===== config.mk =====
export PLATFORM = sky130hd
export DESIGN_NAME = mbx_regacc_engine
export DESIGN_NICKNAME = d
export VERILOG_FILES = /design/src/rtl/mbx_pkg.sv /design/src/rtl/mbx_field_seq.sv /design/src/rtl/mbx_ack_eval.sv /design/src/rtl/mbx_regacc_engine.sv
export SDC_FILE = /design/constraint.sdc
export NUM_CORES = 1
export LEC_CHECK = 0
export BUFFER_PORTS_ARGS = -buffer_cell sky130_fd_sc_hd__clkbuf_2
export CORE_ASPECT_RATIO = 1.2
export CORE_UTILIZATION = 38
export CTS_BUF_LIST = sky130_fd_sc_hd__clkbuf_4
export CTS_CLUSTER_DIAMETER = 60
export DETAILED_ROUTE_END_ITERATION = 7
export GPL_TIMING_DRIVEN = 0
export PLACE_DENSITY_LB_ADDON = 0.12
export RECOVER_POWER = 25
export REMOVE_ABC_BUFFERS = 1
export SYNTH_ARGS = -nofsm -noshare
export SYNTH_HDL_FRONTEND = slang
export SYNTH_SLANG_ARGS = --single-unit

===== constraint.sdc =====
create_clock -name clk -period 2.6 [get_ports clk]
set_input_delay 0.52 -clock clk [delete_from_list [all_inputs] [get_ports clk]]
set_output_delay 0.52 -clock clk [all_outputs]
set_load 0.1 [all_outputs]

===== src/rtl/mbx_pkg.sv =====
package mbx_pkg;

    localparam logic [7:0] HDR_WRITE = 8'd1;
    localparam logic [7:0] HDR_READ  = 8'd2;

    typedef enum logic [1:0] {
        ST_OK    = 2'd0,
        ST_INVAL = 2'd1,
        ST_IOERR = 2'd2
    } status_e;

    typedef enum logic [2:0] {
        S_IDLE,
        S_CHECK,
        S_WAIT_IDLE,
        S_WRITE_FIELDS,
        S_RING,
        S_WAIT_ACK,
        S_DONE
    } state_e;

endpackage


===== src/rtl/mbx_field_seq.sv =====
module mbx_field_seq #(
    parameter int MAX_BYTES = 4,
    parameter int ADDR_W    = 4,
    parameter int DATA_OFS  = 4,
    parameter int IDX_W     = 3
) (
    input  logic [IDX_W-1:0]       idx,
    input  logic                   is_rd,
    input  logic [7:0]             dev,
    input  logic [7:0]             regad,
    input  logic [7:0]             cnt,
    input  logic [8*MAX_BYTES-1:0] wdata,
    output logic [ADDR_W-1:0]      addr,
    output logic [7:0]             data,
    output logic                   last
);
    import mbx_pkg::*;

    localparam logic [IDX_W-1:0] N_FIXED = IDX_W'(3);

    logic [7:0]       wbyte [MAX_BYTES];
    logic [IDX_W-1:0] n_data;
    logic [IDX_W-1:0] hdr_idx;
    logic [IDX_W-1:0] dsel;

    for (genvar g = 0; g < MAX_BYTES; g++) begin : g_bytes
        assign wbyte[g] = wdata[8*g +: 8];
    end

    assign n_data  = is_rd ? '0 : IDX_W'(cnt);
    assign hdr_idx = N_FIXED + n_data;
    assign dsel    = idx - N_FIXED;
    assign last    = (idx == hdr_idx);

    always_comb begin
        addr = '1;
        data = is_rd ? HDR_READ : HDR_WRITE;
        if (idx < N_FIXED) begin
            addr = ADDR_W'(idx);
            case (idx[1:0])
                2'd0:    data = dev;
                2'd1:    data = regad;
                default: data = cnt;
            endcase
        end else if (idx < hdr_idx) begin
            addr = ADDR_W'(DATA_OFS) + ADDR_W'(dsel);
            data = '0;
            for (int k = 0; k < MAX_BYTES; k++) begin
                if (dsel == IDX_W'(k)) data = wbyte[k];
            end
        end
    end

endmodule


===== src/rtl/mbx_ack_eval.sv =====
module mbx_ack_eval #(
    parameter int MAX_BYTES = 4
) (
    input  logic                   exp_rd,
    input  logic [7:0]             cnt,
    input  logic [7:0]             hdr,
    input  logic [7:0]             code,
    input  logic [8*MAX_BYTES-1:0] ack_data,
    output logic                   known,
    output logic                   ok,
    output logic [8*MAX_BYTES-1:0] rdata
);
    import mbx_pkg::*;

    logic [7:0] exp_hdr;

    assign exp_hdr = exp_rd ? HDR_READ : HDR_WRITE;
    assign known   = (hdr == HDR_READ) || (hdr == HDR_WRITE);
    assign ok      = (hdr == exp_hdr) && (code == 8'd0);

    for (genvar g = 0; g < MAX_BYTES; g++) begin : g_mask
        assign rdata[8*g +: 8] = (ok && exp_rd && (cnt > 8'(g))) ? ack_data[8*g +: 8] : 8'd0;
    end

endmodule


===== src/rtl/mbx_regacc_engine.sv =====
module mbx_regacc_engine #(
    parameter int MAX_BYTES = 4,
    parameter int ADDR_W    = 4,
    parameter int DATA_OFS  = 4,
    localparam int WD_W     = 8 * MAX_BYTES,
    localparam int IDX_W    = $clog2(MAX_BYTES + 4)
) (
    input  logic              clk,
    input  logic              rst_n,
    input  logic              cmd_valid,
    input  logic              cmd_read,
    input  logic [7:0]        cmd_dev,
    input  logic [7:0]        cmd_reg,
    input  logic [7:0]        cmd_count,
    input  logic [WD_W-1:0]   cmd_wdata,
    output logic              busy,
    output logic              done,
    output logic [1:0]        status,
    output logic [WD_W-1:0]   rdata,
    input  logic              chan_busy,
    output logic              req_wr_en,
    output logic [ADDR_W-1:0] req_wr_addr,
    output logic [7:0]        req_wr_data,
    output logic              doorbell,
    input  logic              ack_pending,
    input  logic [7:0]        ack_hdr,
    input  logic [7:0]        ack_code,
    input  logic [WD_W-1:0]   ack_rdata,
    output logic              ack_clr
);
    import mbx_pkg::*;

    typedef struct packed {
        state_e            state;
        logic              is_rd;
        logic [7:0]        dev;
        logic [7:0]        regad;
        logic [7:0]        cnt;
        logic [WD_W-1:0]   wdata;
        logic [IDX_W-1:0]  idx;
        status_e           status;
        logic [WD_W-1:0]   rdata;
        logic              clr;
    } regs_t;

    regs_t q, d;

    logic            fld_last;
    logic            ack_known;
    logic            ack_ok;
    logic [WD_W-1:0] ack_masked;

    mbx_field_seq #(
        .MAX_BYTES(MAX_BYTES),
        .ADDR_W   (ADDR_W),
        .DATA_OFS (DATA_OFS),
        .IDX_W    (IDX_W)
    ) seq_i (
        .idx  (q.idx),
        .is_rd(q.is_rd),
        .dev  (q.dev),
        .regad(q.regad),
        .cnt  (q.cnt),
        .wdata(q.wdata),
        .addr (req_wr_addr),
        .data (req_wr_data),
        .last (fld_last)
    );

    mbx_ack_eval #(
        .MAX_BYTES(MAX_BYTES)
    ) eval_i (
        .exp_rd  (q.is_rd),
        .cnt     (q.cnt),
        .hdr     (ack_hdr),
        .code    (ack_code),
        .ack_data(ack_rdata),
        .known   (ack_known),
        .ok      (ack_ok),
        .rdata   (ack_masked)
    );

    always_comb begin
        d     = q;
        d.clr = 1'b0;
        unique case (q.state)
            S_IDLE: begin
                if (cmd_valid) begin
                    d.is_rd = cmd_read;
                    d.dev   = cmd_dev;
                    d.regad = cmd_reg;
                    d.cnt   = cmd_count;
                    d.wdata = cmd_wdata;
                    d.state = S_CHECK;
                end
            end
            S_CHECK: begin
                if ((q.cnt == 8'd0) || (q.cnt > 8'(MAX_BYTES))) begin
                    d.status = ST_INVAL;
                    d.rdata  = '0;
                    d.state  = S_DONE;
                end else begin
                    d.state = S_WAIT_IDLE;
                end
            end
            S_WAIT_IDLE: begin
                if (!chan_busy) begin
                    d.idx   = '0;
                    d.state = S_WRITE_FIELDS;
                end
            end
            S_WRITE_FIELDS: begin
                if (fld_last) d.state = S_RING;
                else          d.idx   = q.idx + IDX_W'(1);
            end
            S_RING: begin
                d.state = S_WAIT_ACK;
            end
            S_WAIT_ACK: begin
                if (ack_pending && !q.clr) begin
                    d.clr = 1'b1;
                    if (ack_known) begin
                        d.status = ack_ok ? ST_OK : ST_IOERR;
                        d.rdata  = ack_masked;
                        d.state  = S_DONE;
                    end
                end
            end
            S_DONE: begin
                d.state = S_IDLE;
            end
            default: d.state = S_IDLE;
        endcase
    end

    always_ff @(posedge clk) begin
        if (!rst_n) q <= '0;
        else        q <= d;
    end

    assign busy      = (q.state != S_IDLE);
    assign done      = (q.state == S_DONE);
    assign status    = q.status;
    assign rdata     = q.rdata;
    assign req_wr_en = (q.state == S_WRITE_FIELDS);
    assign doorbell  = (q.state == S_RING);
    assign ack_clr   = q.clr;

endmodule


# Word-level counts from Yosys, hierarchy flattened
# Cells that the tools add are included.
# W data, S select, Z words.
# totals
ff_bits	98
in_bits	110
out_inout_bits	51
wordCells	95
# op_classes
n_addsub	4
order_cmp	7
n_eq_ne	21
mux	30
reduce_logical	23
# ops
op	n
$mux W8	10
$mux W34	2
$pmux W34 S2	1
$mux W60	1
$mux W35	1
$mux W3	8
$pmux W3 S6	1
$gt A8 B1 Y1 const B	2
$gt A8 B2 Y1 const B	2
$logic_not A8 Y1	2
$pmux W8 S2	1
$eq A3 B2 Y1 const B	4
$ne A2 B2 Y1 const B	6
$eq A3 B3 Y1 const B	3
$eq A8 B1 Y1 const B	1
$eq A8 B2 Y1	1
$eq A8 B2 Y1 const B	1
$gt A8 B3 Y1 const B	1
$mux W4	2
$logic_and A1 B1 Y1	7
$eq A3 B1 Y1 const B	2
$logic_not A3 Y1	2
$pmux W3 S2	1
$reduce_and A5 Y1	1
other kinds (18)	22

# Logic depth before layout (Yosys ltp)
# logic_depth
depth_word	9
depth_mapped	8
ltp_nobuf	8

# Modules after synthesis
# Synthesis repeated with hierarchy kept, for this count alone.
# unflattened
hier_cells	583
hier_area_um2	4994.8
# by_module_without_submodules
module	instances	cells_per_inst	area_each_um2
mbx_regacc_engine	1	420	3749.8
mbx_field_seq	1	86	649.4
mbx_ack_eval	1	77	595.6

# Least setup slack after synthesis
# No wires, ideal clock.
# synth_timing
kind	reg2out
startpoint	register q[94] in the netlist's numbering
endpoint	output port req_wr_data[2]
arrival_time_ns	3.982
required_ns	2.080
path_slack_ns	-1.902
path_stages_with_launch	9
path_cell_list	dfxtp_1 nand2b_1 ha_1 xnor2_1 ha_1 a21oi_1 o21a_1 nand2_1 o32ai_1
# synth_via
elab_chain_cells	5
# synth_rtl
element	line_no	source
start, declared	mbx_regacc_engine.sv:46	regs_t q, d;
start signal, assigned	mbx_regacc_engine.sv:137	if (!rst_n) q <= '0;
start signal, assigned	mbx_regacc_engine.sv:138	else q <= d;
$mux W3	mbx_field_seq.sv:30	assign n_data = is_rd ? '0 : IDX_W'(cnt);
$add A2 B3 Y3	mbx_field_seq.sv:31	assign hdr_idx = N_FIXED + n_data;
$lt A3 B3 Y1	mbx_field_seq.sv:45	end else if (idx < hdr_idx) begin
$mux W8	mbx_field_seq.sv:45	
$mux W8	mbx_field_seq.sv:38	if (idx < N_FIXED) begin
end, declared	mbx_regacc_engine.sv:23	output logic [7:0] req_wr_data,
# Every way passes these cells.

# Final worst setup path
# layout_timing
startpoint	register q[94] in the netlist's numbering
endpoint	output port req_wr_data[1]
# layout_via
elab_chain_cells	5
elab_cells_between_ends	6
# layout_rtl
element	line_no
$mux W3	mbx_field_seq.sv:30
$add A2 B3 Y3	mbx_field_seq.sv:31
$lt A3 B3 Y1	mbx_field_seq.sv:45
$mux W8 *	mbx_field_seq.sv:45
$mux W8 *	mbx_field_seq.sv:38
# Every way passes the cells marked *; elsewhere a longest branch is shown, timed or not.

==> out/qor.txt <==
Hold Path Origin: ack_rdata[27]
DR pass1 iterations: 5
Largest net degree at the start of global routing: 67
Final WS setup: -0.599 ns
RePlAce Congestion: 0.774
Post-detail-place hpwl: 9.08 mm
Pwr/cell area: 577 nW/um2
Max Freq: 313 MHz
WL per Instance: 14.6 um
Row count: 45
CTS tree: built
First-pass GRT wire length: 20.6 mm
Peak VDD IR: 0.259 mV
GR Util All Layers: 0.193
Leading cell types in the layout, fill and taps excluded: 135 x nand2_1, 116 x clkbuf_2, 95 x dfxtp_1
Clk_lat worst skew: 0.46 ns
Core area: 12,700 um2
Min Hold Slack: 0.264 ns
Die H: 127 um
# port buffers: 160
# setup viols final: 12
Die area: 13,500 um2
RSZ-0062 raised after global routing: true
Crit Path Max Fanout: 6
Root Driver: clkbuf_4
# fillers: 1,223
# H-tree levels: 3
Internal power: 2340 uW
Vias in the first global route: 4,257
Status: complete, but fails checks
Clk sinks: 98
Max Slew Vio Count: 0
Critical Path End Type: output pin
Flop2flop setup slack: 0.36 ns
Mapped Area: 4940 um2
Failing checks: negative setup slack
Initial core utilization: 0.390
Worst hold path type: primary input to register
Gr ovfl total: 0
Switching Share: 0.382
Clk pwr share: 0.207
IO Pins: 161
Post-CTS Hold Fix Bufs: 0
Max-cap violations: 0
Die Width: 106 um
Pleak: 0.00253 uW
Worst Path Required: 2.08 ns
Worst slew pin tran: 1.23 ns
Crit Path Class: register to output pin
Drc violations: 0
Total net switching power: 1440 uW
DRT iter0 DRCs: 172
Final nets: 856
Worst r2r src: q[71]
Seq cells post-synth: 98
CP startpoint kind: register
Reg power frac: 0.455
Layout cells sized above 1: 0.316
Initial antenna violation count: 1
Period utilization: 1.23
CTS clock-pin slew for the worst setup and hold paths: 0.16 ns
Slew HR: 0.185
Combinational share of power: 0.338
Area Overhead vs Synth: 32.4%
Count of unique library cells instantiated by Yosys: 55
Crit path launch: q[94]
Seq/Total Area, Yosys: 0.397
Multi-input logic area: 2800 um2
Yosys warns: 0
DR vias: 4,564
Clk_skew: 0.0112 ns
Post-Syn Area per Cell: 8.11 um2
Final Hold Viols: 0
Syn Inst Count: 609
Vias per cell: 5.04
FF+latch area: 1970 um2
Worst EP arrival: 2.68 ns
TritonCTS Buffers: 9
Clk buf depth: 2
Commonest non-fill, non-tap cell in the layout: nand2_1
Antenna viol nets, final: 0
Final wirelength: 13.2 mm
Minimum clock period after layout: 3.20 ns
Post-Place Setup Slack: -0.998 ns
==> critical path, cell delays in order (launching register included) <==
cell and delay (ns):
dfxtp_4 0.39, nand2b_4 0.15, ha_4 0.17, xnor2_4 0.13
ha_4 0.29, nand2_2 0.05, o21a_4 0.26, buf_4 0.15
buf_6 0.10, o311a_4 0.12, o22ai_4 0.17, clkbuf_16 0.23
==> synth_stat cells, drive strengths merged <==
master / instances / share of area
nand2: 138 / 0.10
dfxtp: 98 / 0.40
a21boi: 59 / 0.090
buf: 44 / 0.066
inv: 43 / 0.033
o22ai: 40 / 0.066
o21ai: 29 / 0.029
clkbuf: 28 / 0.021
nor2: 16 / 0.012
a21oi: 15 / 0.015
ha: 10 / 0.025
and2: 8 / 0.010
nand2b: 8 / 0.010
a22o: 7 / 0.012
a211oi: 6 / 0.0091
nor3: 6 / 0.0061
o32ai: 6 / 0.011
nand4: 4 / 0.0051
nor2b: 4 / 0.0051
a2bb2oi: 3 / 0.0053
nand3: 3 / 0.0030
o21a: 3 / 0.0046
or4: 3 / 0.0053
a221oi: 2 / 0.0035
and3: 2 / 0.0025
and3b: 2 / 0.0038
or2: 2 / 0.0025
or3b: 2 / 0.0035
or4b: 2 / 0.0048
xnor2: 2 / 0.0035
a21o: 1 / 0.0015
a22oi: 1 / 0.0015
and4b: 1 / 0.0020
and4bb: 1 / 0.0025
mux2i: 1 / 0.0020
nand3b: 1 / 0.0015
nor3b: 1 / 0.0015
nor4b: 1 / 0.0018
o211a: 1 / 0.0020
o221a: 1 / 0.0023
o2bb2ai: 1 / 0.0018
o311a: 1 / 0.0020
o311ai: 1 / 0.0053
o31a: 1 / 0.0018
==> final cells by class <==
class                           count  share of cell area
Multi-Input combinational cell    397               0.429
Sequential cell                    98               0.302
Timing Repair Buffer              187               0.194
Tap cell                          164              0.0314
Inverter                           43              0.0247
Clock buffer                        9              0.0103
Clock inverter                      7             0.00937
Antenna cell                        1            0.000383
==> sequential cells by signal, indices dropped and copies added, names as in the netlist <==
register and count:
rdata 32, q 63, status 2, ack_clr 1
==> stage by stage <==
step	TNS, ns	power (uW)	instance area (um2)	instances	util
finish	-5.85	3780	6540	906	0.516
global route	-7.13	4010	6540	906	0.516
CTS	-7.26	3740	6240	888	0.492
detailed placement	-23.48	2820	5610	865	0.443
global placement	-45.08	2750	5520	861	0.435
floorplan	-18.62	2460	4510	537	-
==> layer usage <==
metal	vias up	global-route usage	routed length, um
li1	2298	-	-
met1	2116	0.245	5970
met2	136	0.334	6390
met3	14	0.0308	683
met4	0	0.0588	170
met5	-	0	0
==> path summary, 6_finish.rpt <==
check,cells past startpoint,to
min,3,rdata[27]
max,11,req_wr_data[1]
min reg2reg,2,status[1]
max reg2reg,6,rdata[5]
==> power by group through the flow <==
stage               clock network (uW)  logic [uW]  registers, uW
floorplan                            0         713           1750
global route                       890        1390           1740
CTS                                817        1210           1710
detailed placement                   0        1080           1750
global placement                     0        1010           1750
finish                             784        1280           1720
==> timing repair <==
item,CTS,global route
gates cloned,0,1
buffers inserted,7,16
pin swaps,11,15
hold endpoints to repair,0,0
gates resized for setup,74,42
endpoints found under the setup margin,28,14
==> logic make-up after synthesis <==
kind of cell | after synthesis | synth area share
muxes | 1 | 0.00203
xor gates and xnor gates | 2 | 0.00355
DFF | 98 | 0.397
buffers and inverters | 115 | 0.120
AOI/OAI and AO/OA | 178 | 0.264
adders and majority gates | 10 | 0.0253
and+or+nand+nor | 205 | 0.188
(Power assumes the default switching activity.)
